## config.mk

```make
export PLATFORM = sky130hd
export DESIGN_NAME = lcd_static_driver
export DESIGN_NICKNAME = d
export VERILOG_FILES = /design/src/rtl/lcd_pkg.sv /design/src/rtl/lcd_bp_gen.sv /design/src/rtl/lcd_frame_latch.sv /design/src/rtl/lcd_ac_drive.sv /design/src/rtl/lcd_static_driver.sv
export SDC_FILE = /design/constraint.sdc
export NUM_CORES = 1
export LEC_CHECK = 0
export BUFFER_PORTS_ARGS = -buffer_cell sky130_fd_sc_hd__buf_2
export CORE_ASPECT_RATIO = 1.25
export CORE_MARGIN = 4
export CORE_UTILIZATION = 49
export CTS_CLUSTER_DIAMETER = 100
export DETAILED_ROUTE_END_ITERATION = 12
export HOLD_SLACK_MARGIN = 0.03
export PLACE_DENSITY_LB_ADDON = 0.08
export SYNTH_ARGS = -nofsm -noshare
export SYNTH_HDL_FRONTEND = slang
export SYNTH_SLANG_ARGS = --single-unit
```

## constraint.sdc

```tcl
create_clock -name clk -period 1.2 [get_ports clk]
set_input_delay 0.06 -clock clk [delete_from_list [all_inputs] [get_ports clk]]
set_output_delay 0.06 -clock clk [all_outputs]
set_load 0.01 [all_outputs]
```

## src/rtl/lcd_pkg.sv

```systemverilog
// Shared constants and the BCD-to-seven-segment decode for the LCD driver.
// Assumes segment order a..g in bits 0..6.
package lcd_pkg;
    localparam int SEG_W = 7;

    // Decode one BCD code to on-bits; codes 10..15 give a blank digit.
    function automatic logic [SEG_W-1:0] bcd_to_seg(input logic [3:0] code);
        logic [SEG_W-1:0] s;
        case (code)
            4'd0: s = 7'h3F;
            4'd1: s = 7'h06;
            4'd2: s = 7'h5B;
            4'd3: s = 7'h4F;
            4'd4: s = 7'h66;
            4'd5: s = 7'h6D;
            4'd6: s = 7'h7D;
            4'd7: s = 7'h07;
            4'd8: s = 7'h7F;
            4'd9: s = 7'h6F;
            default: s = '0;
        endcase
        return s;
    endfunction
endpackage

```

## src/rtl/lcd_bp_gen.sv

```systemverilog
// Backplane generator: divides clk by DIV to make a 50% duty square wave.
// Assumes DIV is even and at least 2. The output is low from reset.
module lcd_bp_gen #(
    parameter int DIV = 800
) (
    input  logic clk,
    input  logic rst_n,
    output logic bp
);
    localparam int HALF = DIV / 2;
    localparam int CW   = (HALF > 1) ? $clog2(HALF) : 1;

    logic [CW-1:0] cnt;

    // Count half periods and flip the backplane at each terminal count.
    always_ff @(posedge clk) begin
        if (!rst_n) begin
            cnt <= '0;
            bp  <= 1'b0;
        end else if (cnt == CW'(HALF - 1)) begin
            cnt <= '0;
            bp  <= ~bp;
        end else begin
            cnt <= cnt + 1'b1;
        end
    end

    assert_bp_flips_at_terminal_R1: assert property (@(posedge clk) disable iff (!rst_n)
        (cnt == CW'(HALF - 1)) |=> (bp != $past(bp)));

    assert_bp_steady_midway_R1: assert property (@(posedge clk) disable iff (!rst_n)
        (cnt != CW'(HALF - 1)) |=> $stable(bp));

    assert_cnt_in_range_R1: assert property (@(posedge clk) disable iff (!rst_n)
        cnt < CW'(HALF));
endmodule

```

## src/rtl/lcd_frame_latch.sv

```systemverilog
// Frame latch: on each result strobe, decodes the digits and holds the on-bits
// for the whole display until the next strobe. Overrange blanks the full digits
// and forces the leading "1". Assumes rd_valid is a single-cycle pulse.
module lcd_frame_latch
    import lcd_pkg::*;
#(
    parameter int NDIG = 3
) (
    input  logic                  clk,
    input  logic                  rst_n,
    input  logic                  rd_valid,
    input  logic [4*NDIG-1:0]     rd_bcd,
    input  logic                  rd_half,
    input  logic                  rd_neg,
    input  logic                  rd_ovr,
    output logic [SEG_W*NDIG-1:0] dig_on,
    output logic                  half_on,
    output logic                  sign_on
);
    logic [SEG_W*NDIG-1:0] dig_next;

    // One decoder per full digit, blanked on overrange.
    for (genvar d = 0; d < NDIG; d++) begin : g_dec
        always_comb begin
            dig_next[SEG_W*d +: SEG_W] = rd_ovr ? '0 : bcd_to_seg(rd_bcd[4*d +: 4]);
        end
    end

    // Capture the decoded frame on the strobe and hold it otherwise.
    always_ff @(posedge clk) begin
        if (!rst_n) begin
            dig_on  <= '0;
            half_on <= 1'b0;
            sign_on <= 1'b0;
        end else if (rd_valid) begin
            dig_on  <= dig_next;
            half_on <= rd_half | rd_ovr;
            sign_on <= rd_neg;
        end
    end

    assert_hold_without_strobe_R9: assert property (@(posedge clk) disable iff (!rst_n)
        !rd_valid |=> ($stable(dig_on) && $stable(half_on) && $stable(sign_on)));

    assert_ovr_blanks_digits_R8: assert property (@(posedge clk) disable iff (!rst_n)
        (rd_valid && rd_ovr) |=> (dig_on == '0 && half_on));

    assert_sign_follows_input_R7: assert property (@(posedge clk) disable iff (!rst_n)
        rd_valid |=> (sign_on == $past(rd_neg)));
endmodule

```

## src/rtl/lcd_ac_drive.sv

```systemverilog
// AC drive stage: turns each on-bit into an in-phase (off) or antiphase (on)
// copy of the backplane. Purely combinational, fed from registers.
module lcd_ac_drive #(
    parameter int W = 23
) (
    input  logic         bp,
    input  logic [W-1:0] on_bits,
    output logic [W-1:0] pins
);
    // Invert the backplane for every lit segment.
    always_comb begin
        pins = on_bits ^ {W{bp}};
    end
endmodule

```

## src/rtl/lcd_static_driver.sv

```systemverilog
// Top of the static LCD driver: backplane generator, frame latch and AC drive.
// Assumes a single clock domain and a synchronous active-low reset.
module lcd_static_driver
    import lcd_pkg::*;
#(
    parameter int DIV  = 800,
    parameter int NDIG = 3
) (
    input  logic                  clk,
    input  logic                  rst_n,
    input  logic                  rd_valid,
    input  logic [4*NDIG-1:0]     rd_bcd,
    input  logic                  rd_half,
    input  logic                  rd_neg,
    input  logic                  rd_ovr,
    output logic                  bp_out,
    output logic [SEG_W*NDIG-1:0] seg_out,
    output logic                  half_out,
    output logic                  sign_out
);
    localparam int DW = SEG_W * NDIG;
    localparam int PW = DW + 2;

    logic          bp;
    logic [DW-1:0] dig_on;
    logic          half_on;
    logic          sign_on;
    logic [PW-1:0] pins;

    lcd_bp_gen #(.DIV(DIV)) u_bp (
        .clk   (clk),
        .rst_n (rst_n),
        .bp    (bp)
    );

    lcd_frame_latch #(.NDIG(NDIG)) u_latch (
        .clk      (clk),
        .rst_n    (rst_n),
        .rd_valid (rd_valid),
        .rd_bcd   (rd_bcd),
        .rd_half  (rd_half),
        .rd_neg   (rd_neg),
        .rd_ovr   (rd_ovr),
        .dig_on   (dig_on),
        .half_on  (half_on),
        .sign_on  (sign_on)
    );

    lcd_ac_drive #(.W(PW)) u_drive (
        .bp      (bp),
        .on_bits ({sign_on, half_on, dig_on}),
        .pins    (pins)
    );

    // Split the driven pins back onto the named outputs.
    always_comb begin
        bp_out   = bp;
        seg_out  = pins[DW-1:0];
        half_out = pins[DW];
        sign_out = pins[DW+1];
    end

    assert_blank_after_reset_R10: assert property (@(posedge clk)
        !rst_n |=> (seg_out == {DW{bp_out}} && half_out == bp_out && sign_out == bp_out));
endmodule

```

# [Yosys cells after proc, flatten, opt, wreduce, memory -nomap -nowiden]
# Memories as Yosys holds them, arrays and structs flattened.
# Index checks and enable logic that the tools add are counted.
[classes] addsub=1 n_eq_ne=1 mux=3 bitwise=4 reduce_logical=1
[ops] cell="$xor 23x23->23" count=1
[ops] cell="$mux 7" count=3
[ops] cell="$add 9x1->9 const B" count=1
[ops] cell="$eq 9x9->1 const B" count=1
[ops] cell="$not 1->1" count=2
[ops] cell="$reduce_or 2->1" count=1
[ops] cell="$or 1x1->1" count=1
[totals] regBits=33 mem_bits_ro=336 in_bits=18 out_inout_bits=24 n_memories=3
[mem_list] name="(name not given)" words=16 width=7 read_ports=1 rd_ports_with_merged_regs=0 write_ports=0 line_no="lcd_pkg.sv:9" source="case (code)"
[mem_list] name="(name not given)" words=16 width=7 read_ports=1 rd_ports_with_merged_regs=0 write_ports=0 line_no="lcd_pkg.sv:9"
[mem_list] name="(name not given)" words=16 width=7 read_ports=1 rd_ports_with_merged_regs=0 write_ports=0 line_no="lcd_pkg.sv:9"

# [Logic depth before layout (Yosys ltp)]
[depth] ltp_word=2 mapped_depth=6

# [Cells and area by module]
# Synthesis repeated with hierarchy kept, for this count alone.
[hier_totals] cells_unflattened=232 hier_area_um2=2048.2
[by_module_without_submodules] module="lcd_frame_latch" n_inst=1 cells_each=158 area_per_inst_um2=1353.8
[by_module_without_submodules] module="lcd_bp_gen" n_inst=1 cells_each=48 area_per_inst_um2=441.7
[by_module_without_submodules] module="lcd_ac_drive" n_inst=1 cells_each=26 area_per_inst_um2=252.7

# [Worst setup path after synthesis]
# OpenSTA, ideal clock, no wires.
[synth_path] path_kind="register to register" startpoint="reg u_bp.cnt[0]" endpoint="reg u_bp.bp" setup_time_ns=0.115 t_arrival_ns=1.088 setup_slack_ns=-0.003 stages_incl_launch_ff=6 n_path_buf=0 cell_sequence="dfxtp_1 -> ha_1 -> and3_1 -> nand3_2 -> xnor2_1 -> and2_1"
[synth_via] elab_chain_cells=1
[synth_rtl] item="start, declared" line_no="lcd_bp_gen.sv:13" source="logic [CW-1:0] cnt;"
[synth_rtl] item="start signal, assigned" line_no="lcd_bp_gen.sv:24" source="cnt <= cnt + 1'b1;"
[synth_rtl] item="$eq 9x9->1" line_no="lcd_bp_gen.sv:20" source="end else if (cnt == CW'(HALF - 1)) begin"
[synth_rtl] item="end signal, assigned" line_no="lcd_bp_gen.sv:22" source="bp <= ~bp;"
[synth_rtl] item="end, declared" line_no="lcd_bp_gen.sv:8" source="output logic bp"
# Every way passes these cells.
# A chain may end at the register's enable or synchronous reset.

# [Worst setup path after layout]
[layout_path] startpoint="reg u_bp.bp" endpoint="out half_out"
[layout_via] elab_chain_cells=1
[layout_rtl] item="$xor 23x23->23" line_no="lcd_ac_drive.sv:12" source="pins = on_bits ^ {W{bp}};"
[layout_rtl] item="end, declared" line_no="lcd_static_driver.sv:18" source="output logic half_out,"
# Every way passes these cells.

==> flow_metrics.tcl <==
set metrics [dict create \
    synth-simple-area-share_pct 20.1 \
    worst-path-max-fanout 10 \
    core_sq_um 3850 \
    status "complete, but fails checks" \
    post_dp_cell_area_sq_um 2310 \
    clk_pin_slew_ns 0.07 \
    maxSlewViolCount 0 \
    cts.sinks 33 \
    ys_types 29 \
    synth-xor-area-share_pct 12.9 \
    firstDrtPassIters 5 \
    ys_ff_latch 33 \
    track_usage_pct 18.4 \
    grt_max_degree 17 \
    n_antenna_cell 0 \
    drive_above_1_share_pct 28.1 \
    cp-end-kind "output pin" \
    final_cells 332 \
    dp.cells 321 \
    gr-total-overflow 0 \
    combPwrFrac_pct 13.1 \
    violations "negative setup slack" \
    worst_slack_ns -0.00401 \
    seq_area_frac_synth_pct 33.5 \
    path_class "register to output pin" \
    hold_depth 3 \
    pwr-share-seq_pct 45.2 \
    chipHeight_um 78.9 \
    synth.mux.area_fraction_pct 3.55 \
    syn_area_per_cell_sq_um 8.84 \
    cts_hold_buffers 0 \
    dp.final_hpwl_um 3040 \
    max_cap_violations 0 \
    holdCritPathClass "primary input to register" \
    clk_latency_ns 0.28 \
    powerDensity_nw_per_um2 1030 \
    antenna_found_initial 0 \
    leakagePower_nw 1.25 \
    period_share_pct 100 \
    relSlewSlack_pct 80.3 \
    ant_nets 0 \
    tightest_slew_ns 0.294 \
    via_count 1627 \
    arrival_ns 1.14 \
    rr_worst_depth 4 \
    dp_slack_ns -0.0538 \
    clockBufferDepth 2 \
    postSynthCellCount 223 \
    pwr-share-clk_pct 41.7 \
    synth_nets 257 \
    yosys_warnings 0 \
    async_flop_share_pct 0 \
    drt_wl_total_um 4290 \
    setup_violations 1 \
    power.switching_mw 0.615 \
    synth_compound_area_share_pct 16.2 \
    die_w_um 64.7 \
    grt_pass1_vias 1709 \
    start_kind "register" \
    htree_levels 2 \
    cts_buffers 5 \
    wire_per_inst_um 12.9 \
    synth_top_family_by_area "simple AND/OR/NAND/NOR gates" \
    cp.required_ns 1.14 \
    io_pins 42 \
    switching_share_pct 23.7 \
    fin_nets 311 \
    synth_fa_ha_area_share_pct 10.2 \
    p_int_mw 1.98 \
    grt_pass1_wl_um 7450 \
    synthFlopType "dfxtp_1" \
    cts-root-buf "clkbuf_8" \
    portBuffers 41 \
    drcViolationCount 0 \
    whs_ns 0.0402 \
    hold_viol_final 0 \
    die-area_sq_um 5110 \
    synth_edf_count 0 \
    fillCellCount 333 \
    vias_per_cell 4.90 \
    power.total_mw 2.59 \
    start_util_pct 51.3 \
    fin_area_sq_um 2510 \
    clock_skew_ns 0.000776 \
    rsz0062_at_grt "yes" \
    first_iter_violations 49 \
    rows 25 \
    finalWeightedCongestion 0.871 \
    layout_min_cycle_time_ns 1.20 \
    syn2layout_area_growth_pct 27.3 \
    fmax_mhz 831 \
    cts_tree "built" \
    max-vdd-ir-drop_v 0.000797 \
    synth_area_sq_um 1970 \
]
-- per-layer routing --
layer / track usage, % / part of all wire (%) / vias to the layer above
met4: 5.50 / 0.56 / 0
met2: 35.3 / 55 / 29
met3: 4.81 / 2.8 / 2
li1: - / - / 843
met5: 0 / 0 / -
met1: 19.0 / 42 / 753
-- per-stage QoR --
| stage | TNS [ns] | util (%) |
|---|---|---|
| finish | -0.00401 | 65.2 |
| global route | -0.740 | 65.2 |
| CTS | -0.0446 | 64.4 |
| detailed placement | -0.0969 | 60.1 |
| global placement | -0.0184 | 60.1 |
| floorplan | 0 | - |
-- sequential cells by signal, summed over array words and instances, names as in the netlist --
name / flops
u_latch.half_on: 1
u_bp.cnt: 9
u_bp.bp: 1
u_latch.sign_on: 1
u_latch.dig_on: 21
-- power by group through the flow --
stage,Sequential [mW],Clock (mW),Combinational [mW]
floorplan,1.19,0,0.202
global placement,1.19,0,0.332
detailed placement,1.19,0,0.333
CTS,1.17,1.11,0.338
global route,1.18,1.15,0.385
finish,1.17,1.08,0.340
-- cell type report --
cell class / instances / area, sq um / share of cell area, %
Timing Repair Buffer: 56 / 354 / 14.1
Multi-Input combinational cell: 172 / 1270 / 50.5
Clock inverter: 1 / 30.0 / 1.20
Inverter: 9 / 33.8 / 1.35
Clock buffer: 7 / 86.3 / 3.44
Sequential cell: 33 / 671 / 26.7
Tap cell: 54 / 67.6 / 2.69
-- worst max-delay path: stages (launching register included) --
cell and delay [ns]:
dfxtp_4 0.40, buf_12 0.15, xor2_1 0.16, buf_2 0.15
-- cell usage after synthesis (2+ instances only) --
cell | count | area (sq um)
inv_1 | 9 | 33.8
o21ai_0 | 23 | 115
a21boi_0 | 12 | 90.1
xnor2_1 | 4 | 35.0
a21oi_1 | 8 | 40.0
buf_2 | 4 | 20.0
ha_1 | 16 | 200
xor2_1 | 25 | 219
and3_2 | 2 | 15.0
nor2b_1 | 14 | 87.6
nand3_1 | 3 | 15.0
o21a_1 | 4 | 30.0
and2_1 | 5 | 31.3
nor2_1 | 8 | 30.0
nand2b_1 | 19 | 119
mux2i_1 | 7 | 70.1
and3_1 | 2 | 12.5
clkbuf_1 | 4 | 15.0
dfxtp_1 | 33 | 661
nand2_1 | 12 | 45.0
-- placed cells by master, fill, tap and decap left out, types with 2 or more instances in the layout --
master    count
o21a_1        4
dfxtp_1      27
nor2b_1      14
and2_1        5
xnor2_1       4
and3_4        2
a21boi_0     12
buf_4        12
inv_1         9
o21ai_0      23
nand3_1       3
dfxtp_2       5
a21oi_1       8
mux2i_1       7
ha_1         15
clkbuf_8      6
nand2b_1     19
xor2_1       24
buf_2        41
nor2_1        8
nand2_1      12
-- cell families (layout without fill, tap and decap cells) --
kind of cell / after synthesis / after routing
muxes: 7 / 7
AOI/OAI and AO/OA: 52 / 52
buffers and inverters: 18 / 73
and+or+nand+nor: 68 / 68
DFF: 33 / 33
xor gates and xnor gates: 29 / 29
adders and majority gates: 16 / 16
-- what timing repair did --
item | in CTS | in global routing
gates resized for setup | 8 | 5
setup endpoints to repair | 25 | 31
buffers inserted | 1 | 1
cloned | 1 | 0
pin swaps | 2 | 2
-- path summary, 6_finish.rpt --
kind	from	end	slack [ns]
worst max-delay path	u_bp.bp	half_out	-0.004
worst min-delay path	rd_neg	u_latch.sign_on	0.04
worst max register to register	u_bp.cnt[4]	u_bp.bp	0.01
worst min register to register	u_latch.dig_on[20]	u_latch.dig_on[20]	0.48
Note: power is estimated with default switching activity, not from simulation.
